==> config.mk <==
export PLATFORM = sky130hd
export DESIGN_NAME = seq_stream_prefetch
export DESIGN_NICKNAME = d
export VERILOG_FILES = /design/src/rtl/ssp_pkg.sv /design/src/rtl/ssp_stream_buf.sv /design/src/rtl/ssp_lookup.sv /design/src/rtl/ssp_pf_arbiter.sv /design/src/rtl/seq_stream_prefetch.sv
export SDC_FILE = /design/constraint.sdc
export NUM_CORES = 1
export LEC_CHECK = 0
export BUFFER_PORTS_ARGS = -buffer_cell sky130_fd_sc_hd__buf_4
export CAP_MARGIN = 20
export CORE_UTILIZATION = 45
export CTS_CLUSTER_DIAMETER = 150
export DETAILED_ROUTE_END_ITERATION = 8
export PLACE_DENSITY_LB_ADDON = 0.08
export SLEW_MARGIN = 20
export SYNTH_ARGS = -nofsm -noshare
export SYNTH_HDL_FRONTEND = slang
export SYNTH_SLANG_ARGS = --single-unit
export TNS_END_PERCENT = 10
==> constraint.sdc <==
create_clock -name clk -period 10.05 [get_ports clk]
set_input_delay 3.015 -clock clk [delete_from_list [all_inputs] [get_ports clk]]
set_output_delay 3.015 -clock clk [all_outputs]
set_load 0.05 [all_outputs]
==> src/rtl/ssp_pkg.sv <==
package ssp_pkg;

  typedef enum logic [2:0] {
    ST_IDLE  = 3'd0,
    ST_LOOK  = 3'd1,
    ST_DREQ  = 3'd2,
    ST_DWAIT = 3'd3,
    ST_RET   = 3'd4
  } ssp_state_e;

endpackage

==> src/rtl/ssp_stream_buf.sv <==
module ssp_stream_buf #(
  parameter int ADDR_W  = 24,
  parameter int DATA_W  = 32,
  parameter int DEPTH   = 4,
  parameter int EPOCH_W = 2,
  localparam int SLOT_W = $clog2(DEPTH),
  localparam int CNT_W  = $clog2(DEPTH + 1)
) (
  input  logic              clk,
  input  logic              rst_n,
  input  logic              flush_i,
  input  logic [ADDR_W-1:0] flush_addr_i,
  input  logic              pop_i,
  input  logic              issue_i,
  input  logic              fill_i,
  input  logic [SLOT_W-1:0] fill_slot_i,
  input  logic [EPOCH_W-1:0] fill_epoch_i,
  input  logic [DATA_W-1:0] fill_data_i,
  output logic [ADDR_W-1:0] head_addr_o,
  output logic              head_ready_o,
  output logic              head_wait_o,
  output logic [DATA_W-1:0] head_data_o,
  output logic              want_o,
  output logic [ADDR_W-1:0] pf_addr_o,
  output logic [SLOT_W-1:0] pf_slot_o,
  output logic [EPOCH_W-1:0] epoch_o
);

  logic              active_q;
  logic [ADDR_W-1:0] head_q;
  logic [CNT_W-1:0]  cnt_q;
  logic [SLOT_W-1:0] rd_q;
  logic [DEPTH-1:0]  vld_q;
  logic [DEPTH-1:0]  vld_nx;
  logic [DATA_W-1:0] slot_q [DEPTH];
  logic [EPOCH_W-1:0] ep_q;
  logic              fill_ok;

  assign fill_ok = fill_i && (fill_epoch_i == ep_q);

  always_comb begin
    vld_nx = vld_q;
    if (fill_ok) vld_nx[fill_slot_i] = 1'b1;
    if (pop_i)   vld_nx[rd_q] = 1'b0;
  end

  always_ff @(posedge clk) begin
    if (!rst_n) begin
      active_q <= 1'b0;
      head_q   <= '0;
      cnt_q    <= '0;
      rd_q     <= '0;
      vld_q    <= '0;
      ep_q     <= '0;
    end else if (flush_i) begin
      active_q <= 1'b1;
      head_q   <= flush_addr_i;
      cnt_q    <= '0;
      rd_q     <= '0;
      vld_q    <= '0;
      ep_q     <= ep_q + 1'b1;
    end else begin
      vld_q <= vld_nx;
      cnt_q <= cnt_q + CNT_W'(issue_i) - CNT_W'(pop_i);
      if (pop_i) begin
        rd_q   <= rd_q + 1'b1;
        head_q <= head_q + 1'b1;
      end
    end
  end

  always_ff @(posedge clk) begin
    if (fill_ok) slot_q[fill_slot_i] <= fill_data_i;
  end

  assign head_addr_o  = head_q;
  assign head_ready_o = (cnt_q != '0) && vld_q[rd_q];
  assign head_wait_o  = (cnt_q != '0) && !vld_q[rd_q];
  assign head_data_o  = slot_q[rd_q];
  assign want_o       = active_q && (cnt_q < CNT_W'(DEPTH));
  assign pf_addr_o    = head_q + ADDR_W'(cnt_q);
  assign pf_slot_o    = rd_q + SLOT_W'(cnt_q);
  assign epoch_o      = ep_q;

  // the controller pops only a head whose data is present
  p_pop_ready_r4: assert property (@(posedge clk) disable iff (!rst_n)
    pop_i |-> head_ready_o);

  // the arbiter grants only a stream with a free slot
  p_issue_room_r3: assert property (@(posedge clk) disable iff (!rst_n)
    issue_i |-> (cnt_q < CNT_W'(DEPTH)));

  // a flush leaves the stream empty
  p_flush_empty_r6: assert property (@(posedge clk) disable iff (!rst_n)
    flush_i |=> (cnt_q == '0) && !head_ready_o && !head_wait_o);

  // a fill from an older epoch changes no valid bit
  p_stale_fill_r8: assert property (@(posedge clk) disable iff (!rst_n)
    (fill_i && (fill_epoch_i != ep_q) && !pop_i && !flush_i) |=> $stable(vld_q));

endmodule

==> src/rtl/ssp_lookup.sv <==
module ssp_lookup #(
  parameter int NS     = 4,
  parameter int ADDR_W = 24,
  localparam int SID_W = (NS > 1) ? $clog2(NS) : 1
) (
  input  logic [ADDR_W-1:0]          req_addr_i,
  input  logic [NS-1:0][ADDR_W-1:0]  head_addr_i,
  input  logic [NS-1:0]              head_ready_i,
  input  logic [NS-1:0]              head_wait_i,
  output logic                       hit_o,
  output logic [SID_W-1:0]           hit_idx_o,
  output logic                       wait_o
);

  logic [NS-1:0] m_hit;
  logic [NS-1:0] m_wait;

  for (genvar g = 0; g < NS; g++) begin : g_cmp
    assign m_hit[g]  = head_ready_i[g] && (head_addr_i[g] == req_addr_i);
    assign m_wait[g] = head_wait_i[g]  && (head_addr_i[g] == req_addr_i);
  end

  always_comb begin
    hit_idx_o = '0;
    for (int i = NS - 1; i >= 0; i--) begin
      if (m_hit[i]) hit_idx_o = SID_W'(i);
    end
  end

  assign hit_o  = |m_hit;
  assign wait_o = |m_wait;

endmodule

==> src/rtl/ssp_pf_arbiter.sv <==
module ssp_pf_arbiter #(
  parameter int NS     = 4,
  localparam int SID_W = (NS > 1) ? $clog2(NS) : 1
) (
  input  logic             clk,
  input  logic             rst_n,
  input  logic [NS-1:0]    req_i,
  input  logic             advance_i,
  output logic             gnt_any_o,
  output logic [SID_W-1:0] gnt_idx_o
);

  logic [SID_W-1:0] ptr_q;

  always_comb begin : pick
    int k;
    gnt_any_o = 1'b0;
    gnt_idx_o = '0;
    for (int off = 0; off < NS; off++) begin
      k = int'(ptr_q) + off;
      if (k >= NS) k = k - NS;
      if (!gnt_any_o && req_i[k]) begin
        gnt_any_o = 1'b1;
        gnt_idx_o = SID_W'(k);
      end
    end
  end

  always_ff @(posedge clk) begin
    if (!rst_n) begin
      ptr_q <= '0;
    end else if (advance_i && gnt_any_o) begin
      ptr_q <= (int'(gnt_idx_o) == NS - 1) ? '0 : gnt_idx_o + 1'b1;
    end
  end

  // a grant always goes to a requesting stream
  p_grant_valid_r3: assert property (@(posedge clk) disable iff (!rst_n)
    gnt_any_o |-> req_i[gnt_idx_o]);

endmodule

==> src/rtl/seq_stream_prefetch.sv <==
module seq_stream_prefetch
  import ssp_pkg::*;
#(
  parameter int ADDR_W  = 24,
  parameter int DATA_W  = 32,
  parameter int NS      = 4,
  parameter int DEPTH   = 4,
  parameter int EPOCH_W = 2,
  localparam int SID_W  = (NS > 1) ? $clog2(NS) : 1,
  localparam int SLOT_W = $clog2(DEPTH),
  localparam int TAG_W  = 1 + SID_W + SLOT_W + EPOCH_W
) (
  input  logic              clk,
  input  logic              rst_n,
  input  logic              miss_valid,
  output logic              miss_ready,
  input  logic [ADDR_W-1:0] miss_addr,
  output logic              ret_valid,
  input  logic              ret_ready,
  output logic [ADDR_W-1:0] ret_addr,
  output logic [DATA_W-1:0] ret_data,
  output logic              ret_from_stream,
  output logic              mem_req_valid,
  input  logic              mem_req_ready,
  output logic [ADDR_W-1:0] mem_req_addr,
  output logic [TAG_W-1:0]  mem_req_tag,
  input  logic              mem_rsp_valid,
  output logic              mem_rsp_ready,
  input  logic [TAG_W-1:0]  mem_rsp_tag,
  input  logic [DATA_W-1:0] mem_rsp_data
);

  ssp_state_e        state_q;
  logic [ADDR_W-1:0] req_addr_q;
  logic [DATA_W-1:0] ret_data_q;
  logic              ret_src_q;
  logic [SID_W-1:0]  vic_q;

  logic [NS-1:0][ADDR_W-1:0]  s_head;
  logic [NS-1:0][DATA_W-1:0]  s_data;
  logic [NS-1:0][ADDR_W-1:0]  s_pf_addr;
  logic [NS-1:0][SLOT_W-1:0]  s_pf_slot;
  logic [NS-1:0][EPOCH_W-1:0] s_epoch;
  logic [NS-1:0] s_ready, s_wait, s_want;
  logic [NS-1:0] s_pop, s_flush, s_issue, s_fill;

  logic             hit, wait_any;
  logic [SID_W-1:0] hit_idx;
  logic             pf_any;
  logic [SID_W-1:0] pf_idx;
  logic             look, pf_allowed, pf_accept, alloc;

  logic              rsp_dem;
  logic [SID_W-1:0]  rsp_sid;
  logic [SLOT_W-1:0] rsp_slot;
  logic [EPOCH_W-1:0] rsp_epoch;

  assign rsp_dem   = mem_rsp_tag[TAG_W-1];
  assign rsp_sid   = mem_rsp_tag[TAG_W-2 -: SID_W];
  assign rsp_slot  = mem_rsp_tag[EPOCH_W +: SLOT_W];
  assign rsp_epoch = mem_rsp_tag[EPOCH_W-1:0];

  ssp_lookup #(.NS(NS), .ADDR_W(ADDR_W)) u_lookup (
    .req_addr_i   (req_addr_q),
    .head_addr_i  (s_head),
    .head_ready_i (s_ready),
    .head_wait_i  (s_wait),
    .hit_o        (hit),
    .hit_idx_o    (hit_idx),
    .wait_o       (wait_any)
  );

  ssp_pf_arbiter #(.NS(NS)) u_arb (
    .clk       (clk),
    .rst_n     (rst_n),
    .req_i     (s_want),
    .advance_i (pf_accept),
    .gnt_any_o (pf_any),
    .gnt_idx_o (pf_idx)
  );

  assign look       = (state_q == ST_LOOK);
  assign alloc      = look && !hit && !wait_any;
  assign pf_allowed = (state_q != ST_LOOK) && (state_q != ST_DREQ);
  assign pf_accept  = pf_allowed && pf_any && mem_req_ready;

  for (genvar g = 0; g < NS; g++) begin : g_stream
    assign s_pop[g]   = look && hit && (hit_idx == SID_W'(g));
    assign s_flush[g] = alloc && (vic_q == SID_W'(g));
    assign s_issue[g] = pf_accept && (pf_idx == SID_W'(g));
    assign s_fill[g]  = mem_rsp_valid && !rsp_dem && (rsp_sid == SID_W'(g));

    ssp_stream_buf #(
      .ADDR_W(ADDR_W), .DATA_W(DATA_W), .DEPTH(DEPTH), .EPOCH_W(EPOCH_W)
    ) u_sb (
      .clk          (clk),
      .rst_n        (rst_n),
      .flush_i      (s_flush[g]),
      .flush_addr_i (req_addr_q + 1'b1),
      .pop_i        (s_pop[g]),
      .issue_i      (s_issue[g]),
      .fill_i       (s_fill[g]),
      .fill_slot_i  (rsp_slot),
      .fill_epoch_i (rsp_epoch),
      .fill_data_i  (mem_rsp_data),
      .head_addr_o  (s_head[g]),
      .head_ready_o (s_ready[g]),
      .head_wait_o  (s_wait[g]),
      .head_data_o  (s_data[g]),
      .want_o       (s_want[g]),
      .pf_addr_o    (s_pf_addr[g]),
      .pf_slot_o    (s_pf_slot[g]),
      .epoch_o      (s_epoch[g])
    );
  end

  always_comb begin
    mem_req_valid = 1'b0;
    mem_req_addr  = req_addr_q;
    mem_req_tag   = {1'b1, {(TAG_W-1){1'b0}}};
    if (state_q == ST_DREQ) begin
      mem_req_valid = 1'b1;
    end else if (pf_allowed && pf_any) begin
      mem_req_valid = 1'b1;
      mem_req_addr  = s_pf_addr[pf_idx];
      mem_req_tag   = {1'b0, pf_idx, s_pf_slot[pf_idx], s_epoch[pf_idx]};
    end
  end

  assign mem_rsp_ready = 1'b1;

  always_ff @(posedge clk) begin
    if (!rst_n) begin
      state_q    <= ST_IDLE;
      req_addr_q <= '0;
      ret_data_q <= '0;
      ret_src_q  <= 1'b0;
      vic_q      <= '0;
    end else begin
      unique case (state_q)
        ST_IDLE: if (miss_valid) begin
          req_addr_q <= miss_addr;
          state_q    <= ST_LOOK;
        end
        ST_LOOK: begin
          if (hit) begin
            ret_data_q <= s_data[hit_idx];
            ret_src_q  <= 1'b1;
            state_q    <= ST_RET;
          end else if (!wait_any) begin
            vic_q   <= (int'(vic_q) == NS - 1) ? '0 : vic_q + 1'b1;
            state_q <= ST_DREQ;
          end
        end
        ST_DREQ: if (mem_req_ready) state_q <= ST_DWAIT;
        ST_DWAIT: if (mem_rsp_valid && rsp_dem) begin
          ret_data_q <= mem_rsp_data;
          ret_src_q  <= 1'b0;
          state_q    <= ST_RET;
        end
        ST_RET: if (ret_ready) state_q <= ST_IDLE;
        default: state_q <= ST_IDLE;
      endcase
    end
  end

  assign miss_ready      = (state_q == ST_IDLE);
  assign ret_valid       = (state_q == ST_RET);
  assign ret_addr        = req_addr_q;
  assign ret_data        = ret_data_q;
  assign ret_from_stream = ret_src_q;

  // a stalled return holds its payload
  p_ret_hold_r9: assert property (@(posedge clk) disable iff (!rst_n)
    (ret_valid && !ret_ready) |=> ret_valid && $stable(ret_data) &&
      $stable(ret_addr) && $stable(ret_from_stream));

  // a waiting demand offer is not withdrawn or altered
  p_dem_hold_r7: assert property (@(posedge clk) disable iff (!rst_n)
    (mem_req_valid && !mem_req_ready && mem_req_tag[TAG_W-1]) |=>
      mem_req_valid && mem_req_tag[TAG_W-1] && $stable(mem_req_addr));

  // a stream-served return never coincides with a demand offer
  p_hit_no_dem_r4: assert property (@(posedge clk) disable iff (!rst_n)
    (ret_valid && ret_from_stream) |-> !(mem_req_valid && mem_req_tag[TAG_W-1]));

  // a memory-served return follows a demand response
  p_dem_ret_r2: assert property (@(posedge clk) disable iff (!rst_n)
    ($rose(ret_valid) && !ret_from_stream) |-> $past(mem_rsp_valid && rsp_dem));

endmodule

---- Yosys cells after proc, flatten, opt, wreduce, memory -nomap -nowiden ----
Memories as Yosys holds them, arrays and structs flattened. A register that Yosys moved wholly into a read port is not among the register bits.
Cells that the tools add are included.
storage, ports and cells
  bits of input ports ..................... 69
  output and inout bits ................... 92
  memories ................................ 4
  bits in writable memories ............... 512
  register bits ........................... 208
  word-level logic and storage cells ...... 343
memory list
  name                     words  bits a word  read ports  clocked after Yosys merged registers in  write ports  line                  RTL
  g_stream[0].u_sb.slot_q  4      32           1           1                                        1            ssp_stream_buf.sv:35  logic [DATA_W-1:0] slot_q [DEPTH];
  g_stream[1].u_sb.slot_q  4      32           1           1                                        1            ssp_stream_buf.sv:35
  g_stream[2].u_sb.slot_q  4      32           1           1                                        1            ssp_stream_buf.sv:35
  g_stream[3].u_sb.slot_q  4      32           1           1                                        1            ssp_stream_buf.sv:35
cells by class
  equality and inequality tests ........... 34
  reductions and logical operators ........ 91
  bitwise gates (word level) .............. 15
  order comparisons ....................... 24
  add/subtract/negate cells ............... 38
  muxes and demuxes ....................... 107
operator list
  cell                                                                           count
  24-bit 2-to-1 mux                                                              11
  32-bit 2-to-1 mux                                                              7
  32-bit by 4-bit less-than comparator with 1-bit output, second input constant  4
  24-bit by 1-bit adder with 24-bit output, second input constant                5
  24-bit by 3-bit adder with 24-bit output                                       4
  24-bit equality test                                                           4
  32-bit by 4-bit >= comparator with 1-bit output, second input constant         3
  32-bit by 4-bit subtractor with 32-bit output, second input constant           3
  32-bit binary-select mux with 2-bit select                                     1
  32-bit one-hot mux with 2 select lines                                         1
  1-bit logical AND                                                              57
  24-bit binary-select mux with 2-bit select                                     1
  2-bit 2-to-1 mux                                                               20
  1-bit 2-to-1 mux                                                               33
  4-bit 2-to-1 mux                                                               8
  2-bit by 3-bit less-than comparator with 1-bit output, second input constant   7
  2-bit by 1-bit adder with 2-bit output, second input constant                  10
  3-bit 2-to-1 mux                                                               6
  4-bit bitwise AND                                                              4
  1-bit binary-select mux with 2-bit select                                      8
  2-bit equality test, second input constant                                     8
  4-bit inverter                                                                 4
  4-bit bitwise OR                                                               4
  3-bit one-hot mux with 5 select lines                                          1
  34 further kinds                                                               95

---- Depth between registers and ports, before layout ----
  depth after elaboration ................. 20
  depth in mapped cells ................... 15
  gate-level depth less buffers ........... 14

---- Modules after synthesis ----
From an unflattened synthesis, not the netlist that was laid out.
second synthesis, totals
  cells, all modules ...................... 2688
  area total of the unflattened synthesis .. 35343.9 um^2
by module, submodules not included
  module                                  instances  cells an instance  area each (um^2)  seq. area each (um^2)
  ssp_stream_buf at g_stream[0].u_sb ...  2          486                7255.7            4604.4
  ssp_stream_buf at g_stream[1].u_sb      1          482                7234.4            4604.4
  ssp_stream_buf at g_stream[3].u_sb      1          484                7215.7            4604.4
  seq_stream_prefetch                     1          578                4998.5            1241.2
  ssp_lookup                              1          145                1198.6            0.0
  ssp_pf_arbiter                          1          27                 185.2             40.0

---- Worst setup path before layout ----
OpenSTA, ideal clock, no wires.
  path type ............................... input to register
  start ................................... in mem_rsp_valid
  end ..................................... mem g_stream[1].u_sb.slot_q[0][0] (enable)
  setup slack ............................. 3597 ps
  arrival ................................. 5989 ps
  library setup time ...................... 464 ps
  required time ........................... 9586 ps
  stages .................................. 4
  path through ............................ nor2b_1 -> nand2_1 -> or4_1 -> nor3_1
between the ends
  longest elaborated chain between the ends .. 5
RTL lines
  what                                    line                       RTL
  start: declaration                      seq_stream_prefetch.sv:27  input logic mem_rsp_valid,
  1-bit logical AND (2 in a row)          seq_stream_prefetch.sv:91  assign s_fill[g] = mem_rsp_valid && !rsp_dem && (rsp_sid == SID_W'(g));
  1-bit logical AND                       ssp_stream_buf.sv:39       assign fill_ok = fill_i && (fill_epoch_i == ep_q);
  1-bit 2-to-1 mux                        ssp_stream_buf.sv:73       if (fill_ok) slot_q[fill_slot_i] <= fill_data_i;
  1-bit 2-to-1 mux (not written as such)  ssp_stream_buf.sv:73
  end: declaration                        ssp_stream_buf.sv:35
Every way passes these cells.

---- Final worst setup path ----
  start ................................... reg g_stream[2].u_sb.cnt_q[2]
  end ..................................... out mem_req_tag[1]
between the ends
  longest elaborated chain between the ends .. 19
  elaborated cells on any way between the ends .. 33
RTL lines
  what                                                 line                        RTL
  start: declaration                                   ssp_stream_buf.sv:31        logic [CNT_W-1:0] cnt_q;
  start signal: assignment                             ssp_stream_buf.sv:64        cnt_q <= cnt_q + CNT_W'(issue_i) - CNT_W'(pop_i);
  3-bit less-than comparator (*)                       ssp_stream_buf.sv:80        assign want_o = active_q && (cnt_q < CNT_W'(DEPTH));
  1-bit logical AND (*)                                ssp_stream_buf.sv:80
  1-bit binary-select mux with 2-bit select            ssp_pf_arbiter.sv:22        if (!gnt_any_o && req_i[k]) begin
  1-bit 2-to-1 mux (not written as such) (2 in a row)  ssp_pf_arbiter.sv:22
  1-bit 2-to-1 mux                                     ssp_pf_arbiter.sv:22
  1-bit logical NOT                                    ssp_pf_arbiter.sv:22
  1-bit logical AND                                    ssp_pf_arbiter.sv:22
  1-bit 2-to-1 mux                                     ssp_pf_arbiter.sv:22
  [... 2 more ...]                                     -
  1-bit 2-to-1 mux                                     ssp_pf_arbiter.sv:22
  1-bit logical NOT                                    ssp_pf_arbiter.sv:22
  1-bit logical AND                                    ssp_pf_arbiter.sv:22
  2-bit 2-to-1 mux                                     ssp_pf_arbiter.sv:22
  2-bit binary-select mux with 2-bit select            seq_stream_prefetch.sv:126  mem_req_tag = {1'b0, pf_idx, s_pf_slot[pf_idx], s_epoch[pf_idx]};
  2-bit 2-to-1 mux (not written as such)               seq_stream_prefetch.sv:126
  7-bit 2-to-1 mux (*)                                 seq_stream_prefetch.sv:123  end else if (pf_allowed && pf_any) begin
  7-bit 2-to-1 mux (*)                                 seq_stream_prefetch.sv:121  if (state_q == ST_DREQ) begin
  end: declaration                                     seq_stream_prefetch.sv:26   output logic [TAG_W-1:0] mem_req_tag,
Mark *: on every way between the ends. The rest lies on a longest branch, timed or not. The select of a mux whose other input is x is not followed.

==> results.json <==
{
  "max-vdd-ir-drop_v": 0.000139,
  "fmax_ghz": 0.135,
  "antenna_found_initial": 9,
  "drt_first_pass_iters": 6,
  "port_buffers": 159,
  "type_of_destination_of_the_critical_path": "output pin",
  "grt.total_usage_pct": 30.1,
  "layout-drive-gt1-share_pct": 18.0,
  "postSynth.asyncResetShare_pct": 0,
  "final_period_utilization_pct": 73.9,
  "most_frequent_cells_in_the_layout": "sky130_fd_sc_hd__edfxtp_1 (512), sky130_fd_sc_hd__buf_4 (212), sky130_fd_sc_hd__dfxtp_1 (208), sky130_fd_sc_hd__nand2_1 (203), sky130_fd_sc_hd__nor2_1 (170)",
  "share_seq_of_total_power_pct": 43.2,
  "post_route_drc": 0,
  "die-area_sq_um": 78600,
  "multiInputGateArea_sq_um": 14200,
  "crit_arrival_ns": 4.41,
  "max_slew_margin_pct": 21.7,
  "placement_rows": 101,
  "setup_tns_ns": 0,
  "pin_count_of_the_biggest_net_entering_global_routing": 68,
  "fp.dieW_um": 280,
  "rsz_0062_raised_after_global_routing": "false",
  "sequential_cell_area_sq_um": 19700,
  "worst_slew_pin_slew_ns": 1.16,
  "number_of_global_route_vias_before_repair": 24600,
  "num_io_pins": 161,
  "finalSetupViolCount": 0,
  "run_status": "completed",
  "core_area_sq_um": 76300,
  "post_cts_resize_count": 0,
  "cts_buffer_depth": 3,
  "tritoncts_num_sinks": 728,
  "postSynthCellCount": 2852,
  "cellPowerDensity_nw_per_um2": 206,
  "cts.repair_timing.setup_buffer_count": 0,
  "critical_path_class": "reg2out",
  "synth_nets": 2979,
  "ys_ff_latch": 728,
  "nets": 3041,
  "p_int_mw": 5.52,
  "pre_cts_ws_ns": 3.49,
  "worstPathRequired_ns": 7.04,
  "worstSetupStartpointType": "register",
  "critical_path_peak_fanout": 67,
  "number_of_max_cap_violations": 0,
  "final_period_minus_worst_setup_slack_ns": 7.43,
  "post_synth_num_cell_types": 82,
  "avgRoutedWirePerCell_um": 29.3,
  "finalHoldViolations": 0,
  "synth_area_per_cell_sq_um": 12.2,
  "drt-vias-per-instance": 6.14,
  "routabilityCongestion": 1.01,
  "first_pass_grt_wire_length_um": 170000,
  "swShare_pct": 32.5,
  "n_fill_cell": 6706,
  "totalWireLength_um": 118000,
  "initial_core_util_pct": 45.7,
  "most_common_cell_after_layout_fill_and_taps_aside": "sky130_fd_sc_hd__edfxtp_1",
  "comb_power_share_pct": 20.0,
  "area_growth_pct": 14.0,
  "ys.warnings.count": 0,
  "tritoncts.num_buffers": 81,
  "most_used_flip_flop_cell_after_synthesis": "sky130_fd_sc_hd__edfxtp_1",
  "place.detailed.hpwl_um": 77000,
  "synth_edf_count": 512,
  "postRouteAntennaNets": 0,
  "netlist_area_sq_um": 34900,
  "clock-skew-final_ns": 0.0500,
  "h_tree_depth": 3,
  "overflow": 0,
  "worst_hold_path_type": "reg2reg",
  "seq_area_frac_synth_pct": 56.5,
  "count_of_hold_buffers_inserted_by_post_cts_repair": 0,
  "clkTransAtPathRegs_ns": 0.05,
  "clock_insertion_delay_worst_skew_ns": 0.66,
  "via_count": 24700,
  "drtIter0Drc": 2224,
  "drv_slew": 0,
  "power_switching_mw": 2.66,
  "cts_tree": "done",
  "total_leakage_power_nw": 13.7,
  "chipHeight_um": 280,
  "timing.final.ws_setup_ns": 2.62,
  "p_clk_share_pct": 36.9,
  "cts_root_buffer": "sky130_fd_sc_hd__clkbuf_16"
}
==> sequential cells by signal, summed over array words and instances, names as in the netlist, named ones only <==
| signal | count |
|---|---|
| g_stream.u_sb.active_q | 4 |
| g_stream.u_sb.cnt_q | 12 |
| g_stream.u_sb.epoch_o | 8 |
| g_stream.u_sb.head_addr_o | 96 |
| g_stream.u_sb.rd_q | 8 |
| g_stream.u_sb.slot_q | 512 |
| g_stream.u_sb.vld_q | 16 |
| ret_addr | 24 |
| ret_data | 32 |
| ret_from_stream | 1 |
| state_q | 3 |
| u_arb.ptr_q | 2 |
| vic_q | 2 |
==> power groups by stage <==
stage          logic [mW]  clock network (mW)  registers (mW)
6_report             1.63                3.01            3.53
5_1_grt              1.72                3.17            3.54
4_1_cts              1.61                3.06            3.52
3_5_place_dp         1.60                   0            3.59
3_3_place_gp         1.59                   0            3.58
2_1_floorplan        1.07                   0            3.49
==> synth_stat cells (5+ instances only) <==
| cell | number | area (sq um) |
|---|---|---|
| sky130_fd_sc_hd__a22oi_1 | 33 | 248 |
| sky130_fd_sc_hd__or2_2 | 12 | 75.1 |
| sky130_fd_sc_hd__or3_1 | 42 | 263 |
| sky130_fd_sc_hd__edfxtp_1 | 512 | 15400 |
| sky130_fd_sc_hd__a221oi_1 | 6 | 52.6 |
| sky130_fd_sc_hd__nand4_1 | 56 | 350 |
| sky130_fd_sc_hd__o21ai_0 | 66 | 330 |
| sky130_fd_sc_hd__fa_1 | 8 | 160 |
| sky130_fd_sc_hd__o32a_1 | 7 | 70.1 |
| sky130_fd_sc_hd__o21a_1 | 10 | 75.1 |
| sky130_fd_sc_hd__and2_1 | 5 | 31.3 |
| sky130_fd_sc_hd__nand3_1 | 67 | 335 |
| sky130_fd_sc_hd__nor2_1 | 185 | 694 |
| sky130_fd_sc_hd__nor4_2 | 5 | 62.6 |
| sky130_fd_sc_hd__o211a_1 | 7 | 70.1 |
| sky130_fd_sc_hd__buf_2 | 19 | 95.1 |
| sky130_fd_sc_hd__mux4_2 | 132 | 2970 |
| sky130_fd_sc_hd__nor4_1 | 37 | 231 |
| sky130_fd_sc_hd__nand2_1 | 204 | 766 |
| sky130_fd_sc_hd__a21o_1 | 11 | 82.6 |
| sky130_fd_sc_hd__nand2b_1 | 14 | 87.6 |
| sky130_fd_sc_hd__inv_1 | 55 | 206 |
| sky130_fd_sc_hd__a21oi_1 | 127 | 636 |
| sky130_fd_sc_hd__o211ai_1 | 57 | 428 |
| sky130_fd_sc_hd__mux2i_1 | 16 | 160 |
| sky130_fd_sc_hd__a21boi_0 | 6 | 45.0 |
| sky130_fd_sc_hd__and3_1 | 69 | 432 |
| sky130_fd_sc_hd__a211oi_1 | 43 | 323 |
| sky130_fd_sc_hd__o31ai_1 | 11 | 82.6 |
| sky130_fd_sc_hd__nor3_1 | 66 | 330 |
| sky130_fd_sc_hd__xor2_1 | 158 | 1380 |
| sky130_fd_sc_hd__dfxtp_1 | 216 | 4320 |
| sky130_fd_sc_hd__buf_1 | 11 | 41.3 |
| sky130_fd_sc_hd__clkbuf_1 | 200 | 751 |
| sky130_fd_sc_hd__xnor2_1 | 142 | 1240 |
| sky130_fd_sc_hd__nor2b_1 | 13 | 81.3 |
| sky130_fd_sc_hd__and4_1 | 16 | 140 |
| sky130_fd_sc_hd__nor3b_1 | 5 | 37.5 |
| sky130_fd_sc_hd__ha_1 | 50 | 626 |
| sky130_fd_sc_hd__a31oi_1 | 78 | 488 |
| sky130_fd_sc_hd__or4_1 | 9 | 67.6 |
==> path summary, 6_finish.rpt <==
kind | from | end | slack, ns | depth (start not counted)
setup / recovery | g_stream[2].u_sb.cnt_q[2]$_SDFF_PP0_ | mem_req_tag[1] | 2.62 | 8
hold / removal | g_stream[2].u_sb.active_q$_SDFFE_PN0P_ | g_stream[2].u_sb.active_q$_SDFFE_PN0P_ | 0.46 | 1
setup reg to reg | ret_addr[3]$_SDFFE_PN0P_ | g_stream[3].u_sb.head_addr_o[23]$_SDFFE_PN0P_ | 5.21 | 9
hold reg to reg | g_stream[2].u_sb.active_q$_SDFFE_PN0P_ | g_stream[2].u_sb.active_q$_SDFFE_PN0P_ | 0.46 | 1
==> logic make-up (layout without fill, tap and decap cells) <==
family | Yosys count | count (layout) | share of synthesized area (%)
flops | 728 | 728 | 56.5
mux | 149 | 149 | 9.01
xor+xnor | 300 | 300 | 7.53
buf+inv | 291 | 422 | 3.26
fa+ha+maj | 58 | 58 | 2.25
compound gates | 501 | 501 | 9.41
simple gates | 824 | 824 | 12.0
other cells | 1 | 4 | 0.0108
==> routing by layer <==
layer,vias to the layer above,GRT usage (%),wire length (um)
li1,10900,-,-
met1,12500,37.8,46900
met2,999,49.9,56600
met5,-,0,80
met3,295,5.06,7460
met4,12,15.4,6620
==> area by class of cell <==
cell class	count	share of cell area, %
timing repair buffer	213	4.02
clock buffer	113	5.63
inverter	57	0.538
antenna	3	0.0189
clock inverter	39	1.24
multi-input combinational	1833	35.7
tap	1030	3.24
sequential	728	49.6
==> critical path, cell delays in order (launching register included) <==
cell,delay [ns]
sky130_fd_sc_hd__dfxtp_1,0.35
sky130_fd_sc_hd__nor2b_1,0.37
sky130_fd_sc_hd__a21boi_0,0.16
sky130_fd_sc_hd__o211ai_1,0.35
sky130_fd_sc_hd__buf_4,0.64
sky130_fd_sc_hd__inv_1,0.41
sky130_fd_sc_hd__and3_1,0.26
sky130_fd_sc_hd__a311oi_1,0.84
sky130_fd_sc_hd__buf_4,0.35
==> stage by stage <==
stage	power, mW	utilization, %	hold WS (ns)	instance area [sq um]	instances
after floorplan	4.56	-	0.433	34900	2852
after global placement	5.17	48.5	0.441	37000	3860
after detailed placement	5.19	48.5	0.450	37000	3861
after CTS	8.19	52.1	0.463	39700	4013
after global routing	8.42	52.1	0.482	39700	4013
final	8.18	52.1	0.458	39800	4016
(Power assumes the default switching activity.)
